## src/rtl/bus_break_matcher.sv

```systemverilog
module bus_break_matcher #(
  parameter int ADDR_W = 32
) (
  input  logic              clk,
  input  logic              rst_n,
  input  logic              reg_we,
  input  logic [1:0]        reg_sel,
  input  logic [ADDR_W-1:0] reg_wdata,
  input  logic              cyc_valid,
  input  logic              cyc_periph,
  input  logic              cyc_fetch,
  input  logic              cyc_write,
  input  logic [1:0]        cyc_size,
  input  logic [ADDR_W-1:0] cyc_addr,
  output logic              brk_flag,
  output logic              brk_irq
);
  localparam logic [1:0] SZ_WORD = 2'b10;

  logic [7:0]        ctl_q;
  logic [ADDR_W-1:0] cmp_q, msk_q;
  logic              flag_q, irq_q;

  wire [1:0] owner_f = ctl_q[7:6];
  wire [1:0] kind_f  = ctl_q[5:4];
  wire [1:0] dir_f   = ctl_q[3:2];
  wire [1:0] size_f  = ctl_q[1:0];

  wire       owner_ok = cyc_periph ? owner_f[1] : owner_f[0];
  wire       kind_ok  = cyc_fetch  ? kind_f[0]  : kind_f[1];
  wire       dir_ok   = cyc_write  ? dir_f[1]   : dir_f[0];
  wire [1:0] eff_size = cyc_fetch  ? SZ_WORD    : cyc_size;
  wire       size_ok  = (size_f == 2'b00) || (size_f == eff_size);
  wire       addr_ok  = ((cyc_addr ^ cmp_q) & ~msk_q) == '0;

  wire hit   = cyc_valid && owner_ok && kind_ok && dir_ok && size_ok && addr_ok;
  wire clear = reg_we && (reg_sel == 2'd3) && !reg_wdata[0];

  always_ff @(posedge clk) begin
    if (!rst_n) begin
      ctl_q <= '0;
      cmp_q <= '0;
      msk_q <= '0;
    end else if (reg_we) begin
      case (reg_sel)
        2'd0:    ctl_q <= reg_wdata[7:0];
        2'd1:    cmp_q <= reg_wdata;
        2'd2:    msk_q <= reg_wdata;
        default: ;
      endcase
    end
  end

  always_ff @(posedge clk) begin
    if (!rst_n) begin
      flag_q <= 1'b0;
      irq_q  <= 1'b0;
    end else begin
      irq_q <= hit && !flag_q;
      if (hit)        flag_q <= 1'b1;
      else if (clear) flag_q <= 1'b0;
    end
  end

  assign brk_flag = flag_q;
  assign brk_irq  = irq_q;
endmodule

```

## config.mk

```make
export PLATFORM = sky130hd
export DESIGN_NAME = bus_break_matcher
export DESIGN_NICKNAME = d
export VERILOG_FILES = /design/src/rtl/bus_break_matcher.sv
export SDC_FILE = /design/constraint.sdc
export NUM_CORES = 1
export LEC_CHECK = 0
export BUFFER_PORTS_ARGS = -buffer_cell sky130_fd_sc_hd__clkbuf_2
export CORE_ASPECT_RATIO = 1.25
export CORE_MARGIN = 5
export CORE_UTILIZATION = 48
export CTS_CLUSTER_SIZE = 16
export DETAILED_ROUTE_END_ITERATION = 8
export PLACE_DENSITY = 0.76
export SYNTH_ARGS = -nofsm -noshare
export SYNTH_HDL_FRONTEND = slang
export SYNTH_SLANG_ARGS = --single-unit
```

## constraint.sdc

```tcl
create_clock -name clk -period 1.1 [get_ports clk]
set_input_delay 0.22 -clock clk [delete_from_list [all_inputs] [get_ports clk]]
set_output_delay 0.22 -clock clk [all_outputs]
set_load 0.05 [all_outputs]
```

==> impl_metrics.ini <==
[die]
die_x_um = 83.4
io_pins = 77
start_util_pct = 49.2
die-area_um2 = 8480
rows = 33
core-area_um2 = 6570
die_y_um = 102

[sta]
slew_headroom_pct = 77.8
setup_viol = 3
hold_violations = 0
setup_ws_ns = -0.239
finalCriticalPeriod_ns = 1.34
rsz0062_at_grt = true
whs_ns = 0.0912
finalClockSkew_ns = 0.00387
worst_pin_slew_ns = 0.324
achievable-frequency_mhz = 747
maxSlewViolCount = 0
setup-tns-final_ns = -0.506
layout_worst_path_cycle_share_pct = 122

[power]
power.switching_uw = 1400
power_uw = 5990
clock_power_share_pct = 40.8
ir_worst_vdd_mv = 0.746
power.leakage_uw = 0.00165
comb_power_share_pct = 12.0
p_int_uw = 4600
seq_power_share_pct = 47.2
pwr_density_cell_nw_per_um2 = 1410
p_sw_share_pct = 23.3

[clock_tree]
clockBufferDepth = 2
path_clk_slew_ns = 0.07
cts_tree = yes
clk_latency_ns = 0.35
ctsHoldBuffers = 0
cts_buffers = 9
cts_max_level = 3
clock-root-buffer = clkbuf_8
clkSinkCount = 74

[yosys]
synth.avg_cell_area_um2 = 8.56
synth_fp_nets = 452
synthCells = 377
seq_area_frac_synth_pct = 45.9
yosysWarnings = 0
synth_area_um2 = 3230
ys_types = 28
ys_seq_elements = 74

[route]
dr.pass1.iters = 7
antenna_left = 0
viasPerCell = 5.13
num_vias = 2820
drc = 0
maxUsedRoutingLayer = met4
wl_met1_um = 3520
met3WireLength_um = 466
first_iter_violations = 116
drt-total-wl_um = 8270
wl_per_cell_um = 15.0
wl_met2_um = 4170

[global_route]
grt_first_pass_wirelength_um = 13300
grtUsageTotal_pct = 19.9
antenna_found_initial = 0
grt_pass1_vias = 2856
grt_max_degree = 32
grt-ovfl-total = 0

[cells_and_area]
drive_above_1_share_pct = 33.9
antenna-diode-count = 0
n_fill_cell = 560
layout_commonest_cell = nand2_1
multi_input_area_um2 = 1860
final_nets = 533
area_growth_pct = 32.1
final_cell_mix = 129 x nand2_1, 74 x clkbuf_2, 55 x dfxtp_1
sequential_cell_area_um2 = 1510
utilization_pct = 65.0

[place]
hpwlAfterDp_um = 5640
port_buffers = 76
routabilityCongestion = 0.843

[critical_path]
reg2reg_slack_ns = -0.24
reg2reg_depth = 5
path_class = reg2reg
startpoint = cmp_q[16]
cp.required_ns = 1.37
worstPathArrival_ns = 1.61
worstPathMaxFanout = 2
r2r-end = brk_irq
r2r_start = cmp_q[16]
crit_end = brk_irq
start_kind = flip-flop
end_kind = flip-flop

[run_status]
failed_checks = setup timing
outcome = finished, violations left

[run]
maxCapViolCount = 0

[min_path]
hold_class = in2reg
## power groups by stage
| stage | clock, uW | sequential, uW | combinational, uW |
|---|---|---|---|
| 6_report | 2450 | 2830 | 719 |
| 5_1_grt | 2630 | 2840 | 785 |
| 4_1_cts | 2480 | 2820 | 671 |
| 3_5_place_dp | 0 | 2880 | 638 |
| 3_3_place_gp | 0 | 2870 | 629 |
| 2_1_floorplan | 0 | 2870 | 348 |
## cells by family after synthesis
| logic type | synth area share [%] |
|---|---|
| AND/OR/NAND/NOR | 19.4 |
| XOR/XNOR | 8.68 |
| multiplexers | 3.14 |
| flip-flops | 45.9 |
| buffers and inverters | 3.06 |
| AO/OA/AOI/OAI | 19.8 |
## stage by stage
step                std cells  worst slack (ns)  instance area [um2]
floorplan                 377           -0.0233                 3230
global placement          533            -0.282                 3780
detailed placement        533            -0.348                 3780
CTS                       549            -0.220                 4120
global route              550            -0.383                 4260
finish                    550            -0.239                 4260
## layout make-up
cell class	count	area share, %
clock buffer	12	3.87
timing repair buffer	91	12.9
multi-input combinational	280	43.5
sequential	74	35.3
tap	87	2.55
clock inverter	4	1.70
inverter	2	0.176
## registers in the layout (all words and copies together) (netlist names)
signal and cells:
brk_flag 1, brk_irq 1, cmp_q 32, ctl_q 8, msk_q 32
## synthesized netlist by cell type, drive strengths merged
cell / instances / area, um2
nand2: 129 / 484
nand4: 1 / 6.26
dfxtp: 74 / 1480
nor2: 2 / 7.51
a21boi: 65 / 488
inv: 2 / 7.50
o221a: 1 / 11.3
nand3: 2 / 10.0
o21ai: 3 / 15.0
nor2b: 9 / 56.3
buf: 10 / 50.1
xnor2: 32 / 280
nor3b: 2 / 20.0
nor3: 1 / 10.0
o22ai: 15 / 93.8
clkbuf: 11 / 41.3
nand3b: 1 / 7.51
mux2i: 9 / 90.1
nor4: 3 / 18.8
a2111oi: 1 / 15.0
o311ai: 1 / 8.76
o211ai: 1 / 7.51
mux2: 1 / 11.3
nand2b: 1 / 6.26
## metal layers
layer | GRT usage, % | up-vias
li1 | - | 1415
met1 | 24.2 | 1318
met2 | 33.5 | 76
met3 | 5.78 | 11
met4 | 7.42 | 0
met5 | 0 | -
## critical path: stages (launching register included)
cell and delay, ns:
dfxtp_2 0.34, xnor2_2 0.13, o22ai_1 0.10, nor4_2 0.35
o211ai_1 0.18, nor3_2 0.17
## worst min path at each step
stage / endpoint / slack, ns / cells past startpoint / startpoint
3_3_place_gp: msk_q[27] / 0.44 / 2 / msk_q[27]
3_5_place_dp: msk_q[25] / 0.45 / 2 / msk_q[25]
6_report: cmp_q[27] / 0.09 / 3 / reg_wdata[27]
4_1_cts: cmp_q[27] / 0.08 / 3 / reg_wdata[27]
5_1_grt: cmp_q[13] / 0.09 / 3 / reg_wdata[13]
2_1_floorplan: cmp_q[20] / 0.35 / 2 / reg_wdata[20]
## timing repair
action                                  4_1_cts  5_1_grt
endpoints found under the setup margin        4        4
resized for setup                            24       24
gates cloned                                  0        0
pin swaps                                     9       17
buffers inserted                              0        1
(Power assumes the default switching activity.)
